$ cat src/rtl/msd_pkg.sv
// Shared types and the segment lookup for the millisecond display block.
// Assumes: decimal digits stored as 4-bit BCD nibbles, segment order gfedcba.
package msd_pkg;

    localparam int unsigned NIBBLE_W = 4;
    localparam int unsigned SEG_W    = 7;

    typedef logic [NIBBLE_W-1:0] nibble_t;
    typedef logic [SEG_W-1:0]    seg_t;     // bit 6 = g ... bit 0 = a, active-high

    // Map one BCD digit to its active-high segment pattern; non-decimal codes go dark.
    function automatic seg_t digit_to_seg(input nibble_t d);
        seg_t s;
        case (d)
            4'd0:    s = 7'b0111111;
            4'd1:    s = 7'b0000110;
            4'd2:    s = 7'b1011011;
            4'd3:    s = 7'b1001111;
            4'd4:    s = 7'b1100110;
            4'd5:    s = 7'b1101101;
            4'd6:    s = 7'b1111101;
            4'd7:    s = 7'b0000111;
            4'd8:    s = 7'b1111111;
            4'd9:    s = 7'b1101111;
            default: s = 7'b0000000;
        endcase
        return s;
    endfunction

endpackage

$ cat src/rtl/msd_tick_gen.sv
// Millisecond tick generator.
// Counts clock cycles and raises tick_o for one cycle out of every TICK_DIV.
// Assumes TICK_DIV >= 2 and a synchronous active-low reset.
module msd_tick_gen #(
    parameter int unsigned TICK_DIV = 100_000
) (
    input  logic clk_i,
    input  logic rst_ni,
    output logic tick_o
);
    localparam int unsigned DIV_W = (TICK_DIV > 2) ? $clog2(TICK_DIV) : 1;
    localparam logic [DIV_W-1:0] LAST = DIV_W'(TICK_DIV - 1);

    logic [DIV_W-1:0] phase_q;

    // Advance the phase counter, restarting after the last cycle of a period.
    always_ff @(posedge clk_i) begin
        if (!rst_ni)              phase_q <= '0;
        else if (phase_q == LAST) phase_q <= '0;
        else                      phase_q <= phase_q + 1'b1;
    end

    assign tick_o = (phase_q == LAST);

    AST_TICK_NOT_BACK_TO_BACK: assert property (@(posedge clk_i) disable iff (!rst_ni)
        tick_o |=> !tick_o);

endmodule

$ cat src/rtl/msd_wrap_counter.sv
// Decimal-limited event counter.
// Adds one on every tick and returns to zero after MAX_COUNT.
// Assumes tick_i is a single-cycle pulse; synchronous active-low reset.
module msd_wrap_counter #(
    parameter int unsigned MAX_COUNT = 9999,
    parameter int unsigned CNT_W     = 14
) (
    input  logic             clk_i,
    input  logic             rst_ni,
    input  logic             tick_i,
    output logic [CNT_W-1:0] count_o
);
    localparam logic [CNT_W-1:0] TOP = CNT_W'(MAX_COUNT);

    logic [CNT_W-1:0] count_q;

    // Step the count on a tick, wrapping from the top value back to zero.
    always_ff @(posedge clk_i) begin
        if (!rst_ni)          count_q <= '0;
        else if (tick_i) begin
            if (count_q == TOP) count_q <= '0;
            else                count_q <= count_q + 1'b1;
        end
    end

    assign count_o = count_q;

    AST_COUNT_LIMIT: assert property (@(posedge clk_i) disable iff (!rst_ni)
        count_q <= TOP);
    AST_WRAP_ZERO: assert property (@(posedge clk_i) disable iff (!rst_ni)
        (tick_i && count_q == TOP) |=> (count_q == '0));
    AST_COUNT_STEP: assert property (@(posedge clk_i) disable iff (!rst_ni)
        (tick_i && count_q != TOP) |=> (count_q == $past(count_q) + 1'b1));
    AST_COUNT_HOLD: assert property (@(posedge clk_i) disable iff (!rst_ni)
        !tick_i |=> $stable(count_q));

endmodule

$ cat src/rtl/msd_bin2bcd.sv
// Combinational binary-to-BCD converter (shift and add three).
// For each input bit, MSB first: every nibble above 4 gains 3, then the
// accumulator shifts left and takes in the next bit.
// Assumes DIGITS nibbles are wide enough for the largest input value.
module msd_bin2bcd
    import msd_pkg::*;
#(
    parameter int unsigned BIN_W  = 14,
    parameter int unsigned DIGITS = 4
) (
    input  logic [BIN_W-1:0]           bin_i,
    output logic [NIBBLE_W*DIGITS-1:0] bcd_o
);
    localparam int unsigned BCD_W = NIBBLE_W * DIGITS;

    logic [BCD_W-1:0] acc;

    // Run the full shift-and-adjust sequence over all input bits.
    always_comb begin
        acc = '0;
        for (int i = BIN_W - 1; i >= 0; i--) begin
            for (int d = 0; d < DIGITS; d++) begin
                if (acc[NIBBLE_W*d +: NIBBLE_W] > 4'd4)
                    acc[NIBBLE_W*d +: NIBBLE_W] = acc[NIBBLE_W*d +: NIBBLE_W] + 4'd3;
            end
            acc = {acc[BCD_W-2:0], bin_i[i]};
        end
        bcd_o = acc;
    end

    // Every nibble produced must be a decimal digit.
    generate
        for (genvar g = 0; g < DIGITS; g++) begin : g_digit_chk
            always_comb begin
                AST_BCD_DIGIT_RANGE: assert (bcd_o[NIBBLE_W*g +: NIBBLE_W] <= 4'd9 || $isunknown(bin_i));
            end
        end
    endgenerate

endmodule

$ cat src/rtl/msd_digit_scanner.sv
// Multiplexed digit scanner.
// A digit address and a registered one-hot select advance together each
// clock; the addressed BCD nibble drives the active-high segment pattern.
// The select is registered, not decoded from the address, so every
// digit sees the same on-time. Assumes DIGITS >= 2.
module msd_digit_scanner
    import msd_pkg::*;
#(
    parameter int unsigned DIGITS = 4
) (
    input  logic                       clk_i,
    input  logic                       rst_ni,
    input  logic [NIBBLE_W*DIGITS-1:0] bcd_i,
    output logic [DIGITS-1:0]          sel_o,
    output seg_t                       seg_o
);
    localparam int unsigned ADDR_W = $clog2(DIGITS);
    localparam logic [ADDR_W-1:0] ADDR_LAST = ADDR_W'(DIGITS - 1);

    logic [ADDR_W-1:0] addr_q;
    logic [DIGITS-1:0] sel_q;
    nibble_t           cur_digit;

    // Step the digit address, wrapping after the last digit; reset with the select.
    always_ff @(posedge clk_i) begin
        if (!rst_ni)                addr_q <= '0;
        else if (addr_q == ADDR_LAST) addr_q <= '0;
        else                        addr_q <= addr_q + 1'b1;
    end

    // Rotate the one-hot select left by one place every clock.
    always_ff @(posedge clk_i) begin
        if (!rst_ni) sel_q <= DIGITS'(1);
        else         sel_q <= {sel_q[DIGITS-2:0], sel_q[DIGITS-1]};
    end

    assign cur_digit = bcd_i[NIBBLE_W*int'(addr_q) +: NIBBLE_W];
    assign seg_o     = digit_to_seg(cur_digit);
    assign sel_o     = sel_q;

    AST_SEL_ONEHOT: assert property (@(posedge clk_i) disable iff (!rst_ni)
        $countones(sel_q) == 1);
    AST_SEL_ADDR_ALIGN: assert property (@(posedge clk_i) disable iff (!rst_ni)
        sel_q[addr_q] == 1'b1);
    AST_SEL_ROTATE: assert property (@(posedge clk_i) disable iff (!rst_ni)
        1'b1 |=> (sel_q == {$past(sel_q[DIGITS-2:0]), $past(sel_q[DIGITS-1])}));

endmodule

$ cat src/rtl/msec_display_top.sv
// Board top: millisecond counter shown on two identical multiplexed displays.
// btn_i[0] is an active-high reset at the pin, used synchronously inside as
// an active-low reset. All internal select and segment signals are
// active-high and are inverted only here for the active-low pins. The dot
// segment is held unlit.
module msec_display_top #(
    parameter int unsigned TICK_DIV = 100_000,
    parameter int unsigned DIGITS   = 4
) (
    input  logic              clk_i,
    input  logic [3:0]        btn_i,
    output logic [DIGITS-1:0] disp0_an_n,
    output logic [DIGITS-1:0] disp1_an_n,
    output logic [7:0]        disp0_seg_n,
    output logic [7:0]        disp1_seg_n
);
    import msd_pkg::*;

    localparam int unsigned MAX_COUNT = (10 ** DIGITS) - 1;
    localparam int unsigned CNT_W     = $clog2(MAX_COUNT + 1);

    logic                       rst_n;
    logic                       tick;
    logic [CNT_W-1:0]           count;
    logic [NIBBLE_W*DIGITS-1:0] bcd;
    logic [DIGITS-1:0]          sel;
    seg_t                       seg;
    logic [7:0]                 seg_pins_n;
    logic                       unused_btn;

    assign rst_n      = ~btn_i[0];
    assign unused_btn = ^btn_i[3:1];

    msd_tick_gen #(.TICK_DIV(TICK_DIV)) tick_i (
        .clk_i  (clk_i),
        .rst_ni (rst_n),
        .tick_o (tick)
    );

    msd_wrap_counter #(.MAX_COUNT(MAX_COUNT), .CNT_W(CNT_W)) count_i (
        .clk_i   (clk_i),
        .rst_ni  (rst_n),
        .tick_i  (tick),
        .count_o (count)
    );

    msd_bin2bcd #(.BIN_W(CNT_W), .DIGITS(DIGITS)) conv_i (
        .bin_i (count),
        .bcd_o (bcd)
    );

    msd_digit_scanner #(.DIGITS(DIGITS)) scan_i (
        .clk_i  (clk_i),
        .rst_ni (rst_n),
        .bcd_i  (bcd),
        .sel_o  (sel),
        .seg_o  (seg)
    );

    // Polarity inversion for the pins; dot bit stays unlit (high).
    assign seg_pins_n  = {1'b1, ~seg};
    assign disp0_an_n  = ~sel;
    assign disp1_an_n  = ~sel;
    assign disp0_seg_n = seg_pins_n;
    assign disp1_seg_n = seg_pins_n;

    AST_SINGLE_ANODE_LOW: assert property (@(posedge clk_i) disable iff (!rst_n)
        $countones(~disp0_an_n) == 1);

endmodule

$ cat config.mk
export PLATFORM = sky130hd
export DESIGN_NAME = msec_display_top
export DESIGN_NICKNAME = d
export VERILOG_FILES = /design/src/rtl/msd_pkg.sv /design/src/rtl/msd_tick_gen.sv /design/src/rtl/msd_wrap_counter.sv /design/src/rtl/msd_bin2bcd.sv /design/src/rtl/msd_digit_scanner.sv /design/src/rtl/msec_display_top.sv
export SDC_FILE = /design/constraint.sdc
export NUM_CORES = 1
export LEC_CHECK = 0
export ABC_AREA = 1
export BUFFER_PORTS_ARGS = -buffer_cell sky130_fd_sc_hd__buf_2
export CAP_MARGIN = 0
export CORE_UTILIZATION = 60
export DETAILED_ROUTE_END_ITERATION = 8
export PLACE_DENSITY = 0.79
export SLEW_MARGIN = 20
export SYNTH_ARGS = -nofsm -noshare
export SYNTH_HDL_FRONTEND = slang
export SYNTH_SLANG_ARGS = --single-unit
$ cat constraint.sdc
create_clock -name clk_i -period 8.75 [get_ports clk_i]
set_clock_uncertainty 0.15 [all_clocks]
set_input_delay 1.3125 -clock clk_i [delete_from_list [all_inputs] [get_ports clk_i]]
set_output_delay 1.3125 -clock clk_i [all_outputs]
set_load 0.02 [all_outputs]
* Yosys cells after proc, flatten, opt, wreduce, memory -nomap -nowiden
Memories as Yosys holds them, arrays and structs flattened.
Cells that the tools add are included.
** Word-level totals
- Register bits after elaboration :: 37
- Bits in read-only memories :: 112
- Input port bits :: 5
- Output and inout port bits :: 24
- Logic and storage cells :: 95
- Memories :: 1
** Memories
- (no name shown) :: depth 16, width 7, read ports 1, clocked after memory_dff 0, write ports 0, RTL line msd_pkg.sv:14 : case (d)
** Cells by class
- Add/sub/neg operators :: 29
- Order comparisons :: 26
- Equality and inequality tests :: 3
- Shift-type cells :: 1
- Multiplexer cells :: 27
- Bitwise operators :: 2
- Reductions and logical operators :: 2
** Operator list (count)
- 4-bit 2-to-1 mux :: 24
- 4-bit by 3-bit > comparator with 1-bit output (second input constant) :: 22
- 4-bit by 2-bit adder with 4-bit output (second input constant) :: 21
- 17-bit by 1-bit adder with 17-bit output (second input constant) :: 1
- 17-bit == test (second input constant) :: 1
- 16-bit by 5-bit variable part select with 4-bit output :: 1
- 14-bit by 1-bit adder with 14-bit output (second input constant) :: 1
- 14-bit == test (second input constant) :: 1
- 14-bit 2-to-1 mux :: 1
- 3-bit by 2-bit adder with 4-bit output (second input constant) :: 3
- 3-bit > comparator (second input constant) :: 4
- 7-bit NOT :: 1
- 3-bit by 2-bit adder with 3-bit output (second input constant) :: 2
- 3-bit 2-to-1 mux :: 2
- 4-bit NOT :: 1
- 2-bit OR reduction :: 2
- 2-bit by 1-bit adder with 2-bit output (second input constant) :: 1
- 2-bit == test (second input constant) :: 1

* Longest topological paths before layout
Gate-level depths: netlist (run 1).
An unclocked memory read counts as a cell.
- Word-level depth :: 25
- Depth in mapped cells :: 69
- Depth with buffers taken out :: 68

* Cells and area by module
A second synthesis (run 1) with hierarchy kept.
** Unflattened totals
- Cell total of the unflattened synthesis :: 959
- Area total of the unflattened synthesis :: 5432.7 sq um
** By module, submodules not included
- msd_bin2bcd :: times used 1, cells each 573, area an instance 2895.3 sq um, sequential area each 0.0 sq um
- msd_tick_gen :: times used 1, cells each 140, area an instance 932.1 sq um, sequential area each 340.3 sq um
- msd_wrap_counter :: times used 1, cells each 121, area an instance 800.8 sq um, sequential area each 280.3 sq um
- msd_digit_scanner :: times used 1, cells each 99, area an instance 658.1 sq um, sequential area each 120.1 sq um
- msec_display_top :: times used 1, cells each 26, area an instance 146.4 sq um, sequential area each 0.0 sq um

* Worst setup path after synthesis (run 1)
No wires, ideal clock.
- Kind :: reg-to-output
- Start point :: register count_i.count_q[11] (netlist: count_i.count_o[11])
- End point :: output port disp1_seg_n[0]
- Data arrival time :: 6.704 ns
- Required time :: 7.287 ns
- Setup slack :: 0.583 ns
- Stages on the path, launching flop included :: 65
- Path buffers :: 1
- Cells stage by stage :: dfxtp_1 -> inv_2 -> ha_1 -> inv_1 -> ha_1 -> inv_2 -> nand2_1 -> nand3_1 -> nand2_1 -> nand2_1 -> nand2_1 -> nand2_1 -> nand2_4 -> nand2_2 -> nand2_1 -> inv_1 -> nor2_1 -> inv_1 -> [29 not listed] -> inv_1 -> ha_1 -> xnor2_1 -> inv_1 -> ha_1 -> inv_1 -> nand2_1 -> nand2_2 -> xor2_1 -> a21oi_1 -> nand2_1 -> nand2_2 -> inv_1 -> ha_1 -> nand3b_1 -> nand3_1 -> nand2_1 -> buf_4
** On the way
- Longest elaborated chain between the ends :: 25
- Elaborated cells on any way between the ends :: 81
- Those cells by class :: add/sub: 26; order compare: 26; shift: 1; mux: 26; bitwise: 1; memory: 1
** Ends and longest elaborated chain
- start, declared :: RTL line msd_wrap_counter.sv:15 : logic [CNT_W-1:0] count_q;
- start signal, assigned :: RTL line msd_wrap_counter.sv:22 : else count_q <= count_q + 1'b1;
- 3-bit by 2-bit adder with 4-bit output / 3-bit > comparator (equally long branches) :: RTL line msd_bin2bcd.sv:24, msd_bin2bcd.sv:23
- 4-bit 2-to-1 mux * :: RTL line msd_bin2bcd.sv:23 : if (acc[NIBBLE_W*d +: NIBBLE_W] > 4'd4)
- 4-bit by 2-bit adder with 4-bit output / 4-bit by 3-bit > comparator with 1-bit output (equally long branches) :: RTL line msd_bin2bcd.sv:24, msd_bin2bcd.sv:23
- 4-bit 2-to-1 mux :: RTL line msd_bin2bcd.sv:23
- 4-bit by 2-bit adder with 4-bit output / 4-bit by 3-bit > comparator with 1-bit output (equally long branches) :: RTL line msd_bin2bcd.sv:24, msd_bin2bcd.sv:23
- 4-bit 2-to-1 mux :: RTL line msd_bin2bcd.sv:23
- 4-bit by 2-bit adder with 4-bit output (tied with other cells) :: RTL line msd_bin2bcd.sv:24 : acc[NIBBLE_W*d +: NIBBLE_W] = acc[NIBBLE_W*d +: NIBBLE_W] + 4'd3;
- 4-bit 2-to-1 mux :: RTL line msd_bin2bcd.sv:23
- [9 not listed]
- 4-bit 2-to-1 mux :: RTL line msd_bin2bcd.sv:23
- 4-bit by 2-bit adder with 4-bit output (tied with other cells) :: RTL line msd_bin2bcd.sv:24
- 4-bit 2-to-1 mux / 3-bit 2-to-1 mux (equally long branches) :: RTL line msd_bin2bcd.sv:23
- 4-bit by 2-bit adder with 4-bit output (tied with other cells) :: RTL line msd_bin2bcd.sv:24
- 4-bit 2-to-1 mux / 3-bit 2-to-1 mux (equally long branches) :: RTL line msd_bin2bcd.sv:23
- 16-bit by 5-bit variable part select with 4-bit output * :: RTL line msd_digit_scanner.sv:37 : assign cur_digit = bcd_i[NIBBLE_W*int'(addr_q) +: NIBBLE_W];
- memory read 16 x 7 bit *
- 7-bit NOT * :: RTL line msec_display_top.sv:61 : assign seg_pins_n = {1'b1, ~seg};
- end, declared :: RTL line msec_display_top.sv:15 : output logic [7:0] disp1_seg_n
Every way passes the cells marked *; elsewhere a longest branch is shown, timed or not.

* Worst setup path in the final report (run 1)
- Start point :: register count_i.count_q[12] (netlist: count_i.count_o[12])
- End point :: output port disp1_seg_n[0]
** On the way
- Longest elaborated chain between the ends :: 25
- Elaborated cells on any way between the ends :: 81
- Those cells by class :: add/sub: 26; order compare: 26; shift: 1; mux: 26; bitwise: 1; memory: 1
** Ends and longest elaborated chain (RTL line)
- 3-bit by 2-bit adder with 4-bit output / 3-bit > comparator (equally long branches) :: msd_bin2bcd.sv:24, msd_bin2bcd.sv:23
- 4-bit 2-to-1 mux * :: msd_bin2bcd.sv:23
- 4-bit by 2-bit adder with 4-bit output / 4-bit by 3-bit > comparator with 1-bit output (equally long branches) :: msd_bin2bcd.sv:24, msd_bin2bcd.sv:23
- 4-bit 2-to-1 mux :: msd_bin2bcd.sv:23
- 4-bit by 3-bit > comparator with 1-bit output / 4-bit by 2-bit adder with 4-bit output (equally long branches) :: msd_bin2bcd.sv:23, msd_bin2bcd.sv:24
- 4-bit 2-to-1 mux :: msd_bin2bcd.sv:23
- 4-bit by 2-bit adder with 4-bit output (tied with other cells) :: msd_bin2bcd.sv:24
- 4-bit 2-to-1 mux :: msd_bin2bcd.sv:23
- [9 not listed]
- 4-bit 2-to-1 mux :: msd_bin2bcd.sv:23
- 4-bit by 2-bit adder with 4-bit output (tied with other cells) :: msd_bin2bcd.sv:24
- 4-bit 2-to-1 mux / 3-bit 2-to-1 mux (equally long branches) :: msd_bin2bcd.sv:23
- 4-bit by 2-bit adder with 4-bit output (tied with other cells) :: msd_bin2bcd.sv:24
- 4-bit 2-to-1 mux / 3-bit 2-to-1 mux (equally long branches) :: msd_bin2bcd.sv:23
- 16-bit by 5-bit variable part select with 4-bit output * :: msd_digit_scanner.sv:37
- memory read 16 x 7 bit *
- 7-bit NOT * :: msec_display_top.sv:61
Marks and branches as above.

==> results, run 1 <==
- The run finished with clean final reports.
- Wires add up to 11240 um.
- After clock tree synthesis, the clock-pin slew on the worst setup and hold paths is 0.07 ns.
- In this run, CTS created clock tree buffers numbering 5.
- The analysis attributes to net switching a power of 0.1281 mW.
- The synthesized area is 4750 sq um.
- Dividing the detail-routed via count by the number of cells gives 5.391.
- The count of cell types in the netlist is 37.
- The share of total power dissipated in combinational logic is 0.241.
- Once detailed placement completed, the half-perimeter wirelength came to 7748 um.
- Power spread over the standard cell area amounts to 74.43 nW/um^2.
- The hold buffer count at CTS is 0.
- The number of antenna diodes in the final layout is 0.
- The number of nets in the finished design is 893.
- The overall track demand over capacity in global routing is 0.2414.
- The clock tree root driver cell is sky130_fd_sc_hd__clkbuf_8.
- The sequential area share after synthesis is 0.1560.
- The total I/O pin count is 29.
- The number of global-route vias before repair is 4506.
- The clock period minus final worst setup slack is 8.561 ns.
- For the final routed database, the setup TNS stands at 0 ns.
- Across the whole layout, storage elements account for 744.5 sq um.
- The number of nets with antenna violations after routing is 0.
- The internal power of the cells is 0.3020 mW.
- The highest attainable clock frequency is 116.8 MHz.
- The width of the die is 90.97 um.
- For the pin with the worst max-slew slack, the measured transition is 0.5913 ns.
- The nature of the critical path startpoint is a flop.
- The share of cells above drive strength 1 is 0.3150.
- Counting every instance in the synthesized netlist gives 804.
- The number of antenna violations at the first check in global routing is 0.
- The pin count of the biggest net entering global routing is 14.
- The area of the die is 8276 sq um.
- The slowest cell on the critical path is sky130_fd_sc_hd__dfxtp_2.
- The filler cell count in the final layout is 603.
- Counting flops with a built-in enable in the synthesized netlist gives 0.
- In this run, synthesis produced a sequential element count of 37.
- The highest cell delay on the worst timing path is 0.37 ns.
- Across the VDD grid, the largest voltage drop is 0.1300 mV.
- In this run the worst path has a maximum fanout of 5.
- Summing all placed instances gives a cell area of 4887 sq um.
- The leakage power summed over all cells is 3.050 nW.
- The placer's final routability congestion estimate is 0.8179.
- The type of destination of the critical path is an output pin.
- In the finished design, the share of the clock period the worst path needs comes to 0.9784.
- The library cells used most frequently in the layout, excluding fill and tap cells, are sky130_fd_sc_hd__nand2_1, sky130_fd_sc_hd__inv_1, sky130_fd_sc_hd__nand3_1, sky130_fd_sc_hd__nand2_2, sky130_fd_sc_hd__nor2_1.
- The share of synthesized flip-flops with an asynchronous set or reset is 0.
- After detailed routing, the average wire length per cell comes to 11.76 um.
- Setup violations remaining at the end of the flow were counted as 0.
- The most numerous cell type found on the critical path is sky130_fd_sc_hd__nand2_2.
- The clock drives 37 sinks.
- At the later pin of the worst-skew pair, clock insertion delay measures 0.29 ns.
- Once layout is complete, the utilization of the core stands at 0.7518.
- Input and output buffers added on the ports amount to 23.
- For this run, design rule violations remaining after detail routing come to 0.
- The max-capacitance violation count is 0.
- The detailed-routing iteration count for the pre-antenna-repair pass is 6.
- The number of endpoints with negative hold slack in the final report is 0.
- TritonCTS built the clock tree.
- Of the total power, registers draw 0.407.
- The sum of internal, switching and leakage power is 0.4301 mW.
- The clock power share is 0.352.
- The total vias in the final route is 5154.
- The worst min-delay path category is reg2reg.
- The H-tree depth is 2.
- The finished layout holds 956 standard cells, fillers aside.
- The relative slew slack is 0.6043.
- The post-placement cell count is 915.
- The vertical die dimension is 90.97 um.
- For this configuration, the core starts out at a cell density of 0.6178.
- The largest buffer count on any clock path is 2.
- In this run the standard cell core region covers 7687 sq um.
- The final count of pins violating max slew is 0.
- The detailed router finished its first iteration with 195 violations.
- The data arrival time of the worst path is 7.10 ns.
- The mean instance size in the synthesized netlist is 5.907 sq um.
- In the synthesized netlist the dominant register cell turns out to be sky130_fd_sc_hd__dfxtp_1.
- In the final layout, the multi-input gates occupy 3887 sq um.
- For this run the aggregate overflow at the end of global routing stands at 0.
- The setup path with the least slack is of type reg2out.
- The finished layout cell area is 5779 sq um.
- The first-pass GRT wire length is 17460 um.
- The most common library cell in the layout ignoring fill and taps is sky130_fd_sc_hd__nand2_1.
- The synthesis-to-layout area growth is 21.68%.
- For the worst setup path, the data required time is 7.29 ns.
- The switching share of total power is 0.2979.
- For this run, the number of Yosys warnings is 0.
- The floorplan has 32 rows.
==> per-layer routing <==
metal  track usage  part of all wire  up-vias  wire length, um
met5             0                 0        -                0
met3       0.03183             0.026       29              293
met2        0.4672              0.53       98             6000
met1        0.2801              0.42     2361             4744
li1              -                 -     2666                -
met4       0.04894             0.018        0              201
==> what timing repair did <==
action                                  CTS  global route
endpoints found under the setup margin   14            14
gates resized for setup                  19           129
buffers inserted                          6            27
pin swaps                                 9            54
==> area by class of cell <==
cell class                 count  share of cell area
clock buffer                   7             0.01494
timing repair buffer          58             0.07058
sequential                    37              0.1288
tap                          102             0.02208
clock inverter                 1            0.005196
multi-input combinational    621              0.6727
inverter                     130             0.08573
==> path summary, 6_finish.rpt <==
check                      start                  end  slack (ns)  cells after the start
max          count_i.count_o[12]       disp1_seg_n[0]        0.19                     65
min              scan_i.sel_o[3]      scan_i.sel_o[0]        0.29                      2
max reg2reg    tick_i.phase_q[0]  count_i.count_o[13]        6.05                     14
min reg2reg      scan_i.sel_o[3]      scan_i.sel_o[0]        0.29                      2
==> critical path, delay by kind of cell, from the launching register on <==
family | cells | cell delay (ns)
compound gates | 2 | 0.22
buf+inv | 13 | 0.96
fa+ha+maj | 7 | 1.17
flops | 1 | 0.37
simple gates | 43 | 4.07
==> cells in the mapped netlist, types with 2 or more instances <==
| master | n | share of area |
|---|---|---|
| sky130_fd_sc_hd__nand2_4 | 14 | 0.033 |
| sky130_fd_sc_hd__nor3_1 | 20 | 0.021 |
| sky130_fd_sc_hd__nand4_1 | 10 | 0.013 |
| sky130_fd_sc_hd__nand3_1 | 101 | 0.11 |
| sky130_fd_sc_hd__xnor2_1 | 2 | 0.0037 |
| sky130_fd_sc_hd__nor2_1 | 48 | 0.038 |
| sky130_fd_sc_hd__ha_1 | 35 | 0.092 |
| sky130_fd_sc_hd__nand2_2 | 47 | 0.062 |
| sky130_fd_sc_hd__a21oi_2 | 3 | 0.0055 |
| sky130_fd_sc_hd__buf_4 | 14 | 0.022 |
| sky130_fd_sc_hd__o211ai_1 | 2 | 0.0032 |
| sky130_fd_sc_hd__o21ai_1 | 14 | 0.015 |
| sky130_fd_sc_hd__nand3b_1 | 9 | 0.014 |
| sky130_fd_sc_hd__dfxtp_1 | 37 | 0.16 |
| sky130_fd_sc_hd__nor3b_1 | 10 | 0.016 |
| sky130_fd_sc_hd__clkbuf_1 | 2 | 0.0016 |
| sky130_fd_sc_hd__nand2_1 | 224 | 0.18 |
| sky130_fd_sc_hd__a21oi_1 | 29 | 0.031 |
| sky130_fd_sc_hd__nor4_1 | 4 | 0.0053 |
| sky130_fd_sc_hd__and2_1 | 3 | 0.0040 |
| sky130_fd_sc_hd__o21ai_2 | 2 | 0.0037 |
| sky130_fd_sc_hd__inv_2 | 21 | 0.017 |
| sky130_fd_sc_hd__o21bai_1 | 3 | 0.0047 |
| sky130_fd_sc_hd__nand3_2 | 13 | 0.027 |
| sky130_fd_sc_hd__o21ai_0 | 13 | 0.014 |
| sky130_fd_sc_hd__xor2_1 | 5 | 0.0092 |
| sky130_fd_sc_hd__inv_1 | 109 | 0.086 |
==> registers in the layout, indices dropped and copies added (netlist names) <==
| signal | cells |
|---|---|
| tick_i.phase_q | 17 |
| count_i.count_o | 14 |
| scan_i.sel_o | 4 |
| scan_i.addr_q | 2 |
==> power by group through the flow <==
| stage | logic [mW] | registers (mW) | clock network, mW |
|---|---|---|---|
| 6_report | 0.104 | 0.175 | 0.151 |
| 2_1_floorplan | 0.0775 | 0.177 | 0 |
| 3_3_place_gp | 0.0846 | 0.178 | 0 |
| 4_1_cts | 0.0873 | 0.175 | 0.154 |
| 5_1_grt | 0.111 | 0.175 | 0.162 |
| 3_5_place_dp | 0.0861 | 0.179 | 0 |
==> through the flow <==
stage                     worst slack (ns)  hold WS (ns)
after global placement              0.2026        0.2715
final                               0.1894        0.2860
after global routing               -0.3959        0.3113
after floorplan                     0.5832        0.2676
after CTS                        0.0001350        0.2875
after detailed placement           -0.1328        0.2719
==> cell families after synthesis <==
family,synth area share
AOI/OAI and AO/OA,0.08694
xor gates and xnor gates,0.01291
adders and majority gates,0.09220
buffers and inverters,0.1288
DFF,0.1560
other,0.0007895
and+or+nand+nor,0.5224
Power figures use the tool's default switching activity.
==> run 2, diff against run 1 <==
--- a/config.mk
+++ b/config.mk
@@ -11,4 +11,5 @@
 export CORE_UTILIZATION = 60
 export DETAILED_ROUTE_END_ITERATION = 8
+export GPL_ROUTABILITY_DRIVEN = 0
 export PLACE_DENSITY = 0.79
 export SLEW_MARGIN = 20
--- a/constraint.sdc
+++ b/constraint.sdc
@@ -3,3 +3,3 @@
 set_input_delay 1.3125 -clock clk_i [delete_from_list [all_inputs] [get_ports clk_i]]
 set_output_delay 1.3125 -clock clk_i [all_outputs]
-set_load 0.02 [all_outputs]
+set_load 0.01 [all_outputs]
==> run 2 against run 1 <==
Compared with the run above:
- setup slack worse by 0.0043 ns
- critical endpoint is now disp0_seg_n[3]
- wire length down 0.86%
- utilization grew 0.098 points
- maximum frequency is essentially flat
- clock power about the same
- highest routed layer unchanged
- total power shrank 6.3%
- sequential share of layout area barely moved
- final cell count increased by 0.52%
- global-route usage is 0.50 points lower
- clock-buffer cell count stayed put
- register-to-register slack improved by 0.06 ns
==> results, run 2 (synthesis gave the netlist of run 1 again) <==
- The flow ran to the end, and the final reports show no timing, DRC or antenna violations.
- The total overflow left after global routing is 0.
- Detailed placement finished with a half-perimeter wire length of 7506 um.
- The worst hold path terminates at scan_i.sel_o[1].
- 0 antenna diodes ended up in the layout.
- The H-tree depth is 2.
- The number of flip-flops under the largest register name is 17.
- The final worst-path cycle share is 0.9788.
- The met1 layer wirelength in the final routing is 4834 um.
- The synthesis-to-layout area growth is 21.84%.
- In this run the deepest clock path goes through 2 buffers.
- For this design, the CTS-stage hold fixing added 0 buffers.
- The highest cell delay on the worst timing path is 0.36 ns.
- The total I/O pin count is 29.
- The analysis attributes to net switching a power of 0.1093 mW.
- Data on the critical path is required at its endpoint by 7.29 ns.
- TritonCTS built the clock tree.
- The number of buffers inserted during clock tree synthesis is 5.
- The worst hold path depth is 2.
- The pin count of the biggest net entering global routing is 14.
- The first global-routing pass estimated 16970 um of wire.
- The initial core utilization is 0.6178.
- The worst hold slack after final layout is 0.2931 ns.
- The number of nets in the finished design is 898.
- After the first detailed-routing iteration, the DRC count stood at 198.
- Across the VDD grid, the largest voltage drop is 0.1252 mV.
- The type of destination of the critical path is an output pin.
- In this run the worst path has a maximum fanout of 5.
- Measured in cells, the most critical reg-to-reg path has a length of 14.
- The total detailed-routing wirelength is 11140 um.
- The worst register-to-register path begins at tick_i.phase_q[0].
- The number of global-route vias before repair is 4382.
- The area of the core is 7687 sq um.
- The worst setup path is of the reg2out kind.
- During placement, the flow inserted port buffers numbering 23.
- In the final layout, the share of cells above drive strength 1 is 0.3097.
- The insertion delay of the later-clocked pin in the worst-skew pair is 0.29 ns.
- Across every metal layer, demand over resource in global routing totals 0.2363.
- For the finished layout, the period the worst path requires is 8.565 ns.
- The multi-input combinational cells in the finished layout cover a total of 3874 sq um.
- The total vias in the final route is 5047.
- The number of antenna violations at the first check in global routing is 0.
- The total met2 wirelength after detailed routing is 5848 um.
- The average wire per cell in the routed design is 11.59 um.
- Timing would allow up to 116.8 MHz.
- For this design, the sink count on the clock tree is 37.
- The endpoint of the lowest-slack register-to-register path is count_i.count_o[13].
- The width of the die is 90.97 um.
- Counting flops per register, the top entry is tick_i.phase_q.
- The library cells used most frequently in the layout, excluding fill and tap cells, are sky130_fd_sc_hd__nand2_1, sky130_fd_sc_hd__inv_1, sky130_fd_sc_hd__nand3_1, sky130_fd_sc_hd__nand2_2, sky130_fd_sc_hd__nor2_1.
- In this run the power density over the cells is 69.65 nW/um^2.
- The clock tree root driver cell is sky130_fd_sc_hd__clkbuf_8.
- The transition time at the pin with the least slew margin is 0.5296 ns.
- The floorplan has 32 rows.
- Setup violations remaining at the end of the flow were counted as 0.
- The worst setup path is launched from a flop.
- The final count of pins violating max slew came to 0.
- The post-placement cell area is 4887 sq um.
- The number of endpoints with negative hold slack in the final report is 0.
- Max-cap violations in this run came to 0.
- Data on the critical path arrives at its endpoint at 7.10 ns.
- The sequential share of power is 0.434.
- In this run the register-to-register setup slack is 6.11 ns.
- Cell internal power was estimated by the tool at 0.2938 mW.
- After detailed routing, the number of remaining DRC violations is 0.
- The die is 90.97 um tall.
- After routing the design area is 5787 sq um.
- In this run the worst hold path is classified as reg2reg.
- The clock-pin transition on the worst setup and hold timing paths is 0.07 ns.
- The most common library cell in the layout ignoring fill and taps is sky130_fd_sc_hd__nand2_1.
- The combinational share of power is 0.187.
- The first detailed-routing pass ran for 5 iterations.
- Of the total power, the share spent switching nets is 0.2712.
- The start point of the worst min-delay path is scan_i.sel_o[0].
- The average via count per standard cell is 5.252.
- For this design, the slowest cell found on the critical path is sky130_fd_sc_hd__dfxtp_2.
- The relative slew slack is 0.6456.
- The sum of met3 wire segment lengths after detailed routing is 243 um.
- The most numerous cell on the critical path is sky130_fd_sc_hd__nand2_2.
- Of the total power, the clock network draws 0.379.
- Summed over all cells, the static leakage comes to 3.041 nW.
- The area of the die is 8276 sq um.
- The count of nets left with antenna violations once routing finished came out at 0.
- Fill cells in the final layout number 585.
- In the final layout, flip-flops and latches occupy 743.2 sq um.
- The highest routed metal layer is met4.
==> run 2: cell count changes in the layout (fill, tap and decap cells not counted), moves of 3 or more <==
cell                      delta
sky130_fd_sc_hd__buf_2       +6
sky130_fd_sc_hd__nand2_1     +6
sky130_fd_sc_hd__nand2_2     -5
sky130_fd_sc_hd__ha_4        +3
sky130_fd_sc_hd__buf_6       -4
==> run 2: cell type report <==
class                   count  share of cell area
repair buffers             63             0.07395
clock inverters             1            0.005189
well taps                 102             0.02205
clock buffers               7             0.01492
multi-input cells         621              0.6694
flip-flops and latches     37              0.1284
inverters                 130             0.08605
==> run 2: worst max-delay path by stage <==
stage,cells after the start,from,slack [ns],endpoint
final,64,count_i.count_o[12],0.19,disp0_seg_n[3]
after global routing,64,count_i.count_o[12],-0.23,disp0_seg_n[0]
after CTS,65,count_i.count_o[11],0.006,disp0_seg_n[3]
after detailed placement,64,count_i.count_o[12],-0.12,disp0_seg_n[3]
after global placement,64,count_i.count_o[12],0.22,disp0_seg_n[3]
after floorplan,64,count_i.count_o[11],0.68,disp1_seg_n[0]
==> run 2: per-stage QoR <==
stage                     total power, mW  setup slack, ns    util  std cells  TNS (ns)
final                              0.4031           0.1851  0.7528        961         0
after global routing               0.4198          -0.2329  0.7528        961    -2.273
after CTS                          0.4009         0.006066  0.6701        933         0
after detailed placement           0.2490          -0.1177  0.6357        915   -0.8824
after global placement             0.2478           0.2200  0.6357        915         0
after floorplan                    0.2390           0.6773       -        805         0
==> run 2: power by group through the flow <==
stage	Sequential (mW)	Combinational [mW]	Clock [mW]
2_1_floorplan	0.177	0.0620	0
3_3_place_gp	0.178	0.0693	0
3_5_place_dp	0.179	0.0704	0
4_1_cts	0.175	0.0719	0.154
5_1_grt	0.175	0.0838	0.160
6_report	0.175	0.0753	0.153
==> run 2: worst max-delay path, delay by kind of cell, from the launching register on <==
family | cells | cell delay (ns)
simple gates | 41 | 4.02
fa+ha+maj | 7 | 1.12
buf+inv | 13 | 0.90
compound gates | 3 | 0.40
flops | 1 | 0.36
==> run 2: per-layer routing <==
layer / track usage / vias to the layer above
li1: - / 2672
met1: 0.2764 / 2275
met2: 0.4539 / 77
met3: 0.02848 / 23
met4: 0.05423 / 0
met5: 0 / -
==> run 2: timing repair <==
item	in CTS	in global routing
resized for setup	21	109
buffers inserted	10	28
pin swaps	9	57
endpoints found under the setup margin	14	14
==> run 3, diff against run 2 <==
- BUFFER_PORTS_ARGS: -buffer_cell sky130_fd_sc_hd__buf_2 -> -buffer_cell sky130_fd_sc_hd__buf_4
==> run 3 against run 2 <==
Compared with the run above:
- flip-flop and latch count unchanged
- design area up 1.7%
- total power down 5.4%
- die area unchanged
- wire length up 1.8%
- combinational power up 15%
- utilization up 1.3 points
- critical endpoint is now disp1_seg_n[3]
==> results, run 3 (synthesis gave the netlist of run 1 again) <==
- The flow ran to the end, and the final reports show no timing, DRC or antenna violations.
- The synthesis-to-layout area growth is 23.95%.
- The largest individual stage delay along the critical path comes from the cell sky130_fd_sc_hd__dfxtp_2.
- The transition time at the pin with the least slew margin is 0.5555 ns.
- In the layout the commonest cells are sky130_fd_sc_hd__nand2_1, sky130_fd_sc_hd__inv_1, sky130_fd_sc_hd__nand3_1, sky130_fd_sc_hd__buf_4, sky130_fd_sc_hd__nand2_2.
- Leaving out fill and tap cells, the most frequent cell in the layout is sky130_fd_sc_hd__nand2_1.
- The overall track demand over capacity in global routing is 0.2406.
- After the first detailed-routing iteration, the DRC count stood at 159.
- Data on the critical path arrives at its endpoint at 6.99 ns.
- The total I/O pin count is 29.
- The relative slew slack is 0.6283.
- The worst supply voltage drop on vdd is 0.1163 mV.
- The tool flagged a number of max-cap violations equal to 0.
- At the placement stage, the worst setup path has a slack of -0.2615 ns.
- Static timing analysis puts the maximum clock frequency at 118.3 MHz.
- The vertical die dimension is 90.97 um.
- The number of endpoints with negative hold slack in the final report was 0.
- CTS placed an instance of sky130_fd_sc_hd__clkbuf_8 at the clock tree root.
- The register with the most flip-flops in the layout has 17 of them.
- The clock-pin transition on the worst setup and hold timing paths is 0.08 ns.
- No sink is reached through more buffers than the 2 on the longest clock path.
- The final count of pins violating max slew is 0.
- The leftover overflow at the end of global routing is 0.
- The first global-routing pass estimated 17420 um of wire.
- The most numerous cell on the critical path is sky130_fd_sc_hd__nand2_2.
- Setup slack closes at 0.2952 ns.
- The largest fanout of any net on the critical path is 5.
- The sum of negative setup slack is 0 ns.
- Dividing total power by cell area gives a power density of 64.76 nW/um^2.
- The clock period minus final worst setup slack is 8.455 ns.
- The number of global-route vias before repair is 4462.
- The type of destination of the critical path is an output pin.
- The insertion delay of the later-clocked pin in the worst-skew pair is 0.29 ns.
- The sum of internal, switching and leakage power is 0.3813 mW.
- The nature of the critical path startpoint is a flop.
- The final worst-path cycle share is 0.9663.
- The total detailed-routing wirelength is 11340 um.
- The number of nets in the finished design is 912.
- The total clock sinks is 37.
- After detailed routing, the number of vias per cell comes to 5.337.
- The total area inside the core boundary comes to 7687 sq um.
- The number of antenna violations at the first check in global routing is 0.
- The number of antenna diodes in the final layout is 0.
- Row generation in the floorplan step produced 32 rows.
- The top register by number of flip-flops is tick_i.phase_q.
- The leakage power summed over all cells is 3.156 nW.
- The H-tree generated during clock tree synthesis spans 2 levels.
- Input and output buffers added on the ports amount to 23.
- Summed over all nets, the half-perimeter wirelength after detailed placement is 7797 um.
- The pin count of the biggest net entering global routing is 14.
- After detailed routing, the average wire length per cell comes to 11.63 um.
- The width of the die is 90.97 um.
- Summing all non-filler instances in the final layout gives an area of 5887 sq um.
- The post-placement cell count is 915.
- Once layout is complete, the utilization of the core stands at 0.7658.
- The CTS tree is yes.
- The die covers 8276 sq um.
- The min-delay analysis places its worst path in the category reg2reg.
- The post-placement cell area is 4945 sq um.
- The detailed-routing iteration count for the pre-antenna-repair pass is 4.
- Data on the critical path is required at its endpoint by 7.29 ns.
- The number of setup violations in the final report is 0.
- The worst hold slack after final layout is 0.3066 ns.
- The finished layout holds 975 standard cells, fillers aside.
- The number of clock buffers added by TritonCTS is 5.
- Once detail routing completed, the nets flagged for antenna violations numbered 0.
- The total vias in the final route is 5204.
- The highest cell delay on the worst timing path is 0.35 ns.
- The initial core utilization is 0.6178.
- In the final layout, the share of cells above drive strength 1 is 0.3242.
- The final routed DRC violation total is 0.
- The critical setup path kind is reg2out.
-- run 3: final cells by class --
cell class	instances	area [sq um]
Clock buffer	5	68.82
Fill cell	584	1800
Multi-Input combinational cell	621	3851
Timing Repair Buffer	77	578.1
Inverter	130	495.5
Clock inverter	3	21.27
Sequential cell	37	744.5
Tap cell	102	127.6
-- run 3: path summary, 6_finish.rpt --
kind	start	end	slack, ns	depth (start not counted)
worst min-delay path	scan_i.sel_o[2]	scan_i.sel_o[3]	0.31	2
worst max register to register	tick_i.phase_q[0]	count_i.count_o[13]	6.10	14
worst max-delay path	count_i.count_o[12]	disp1_seg_n[3]	0.30	64
worst min register to register	scan_i.sel_o[2]	scan_i.sel_o[3]	0.31	2
-- run 3: timing repair --
action,in CTS,in global routing
endpoints found under the setup margin,14,14
hold buffers,0,0
hold endpoints to repair,0,0
buffers inserted,8,44
pin swaps,6,54
gates resized for setup,23,106
-- run 3: power by group --
| group | switching, mW | total, mW | internal [mW] |
|---|---|---|---|
| registers | 0.00339 | 0.175 | 0.172 |
| logic | 0.0472 | 0.0867 | 0.0395 |
| clock network | 0.0632 | 0.120 | 0.0564 |
-- run 3: worst max-delay path: cells and delay by family (launching register included) --
kind                       cells  cell delay, ns
and+or+nand+nor               44            4.16
adders and majority gates      7            1.17
buffers and inverters         11            0.75
DFF                            1            0.35
AOI/OAI and AO/OA              2            0.21
-- run 3: layer usage --
layer | share of wire | up-vias | global-route usage
met5 | 0 | - | 0
met4 | 0.015 | 0 | 0.04365
met3 | 0.019 | 23 | 0.02178
met2 | 0.55 | 70 | 0.4817
met1 | 0.42 | 2416 | 0.2743
li1 | - | 2695 | -
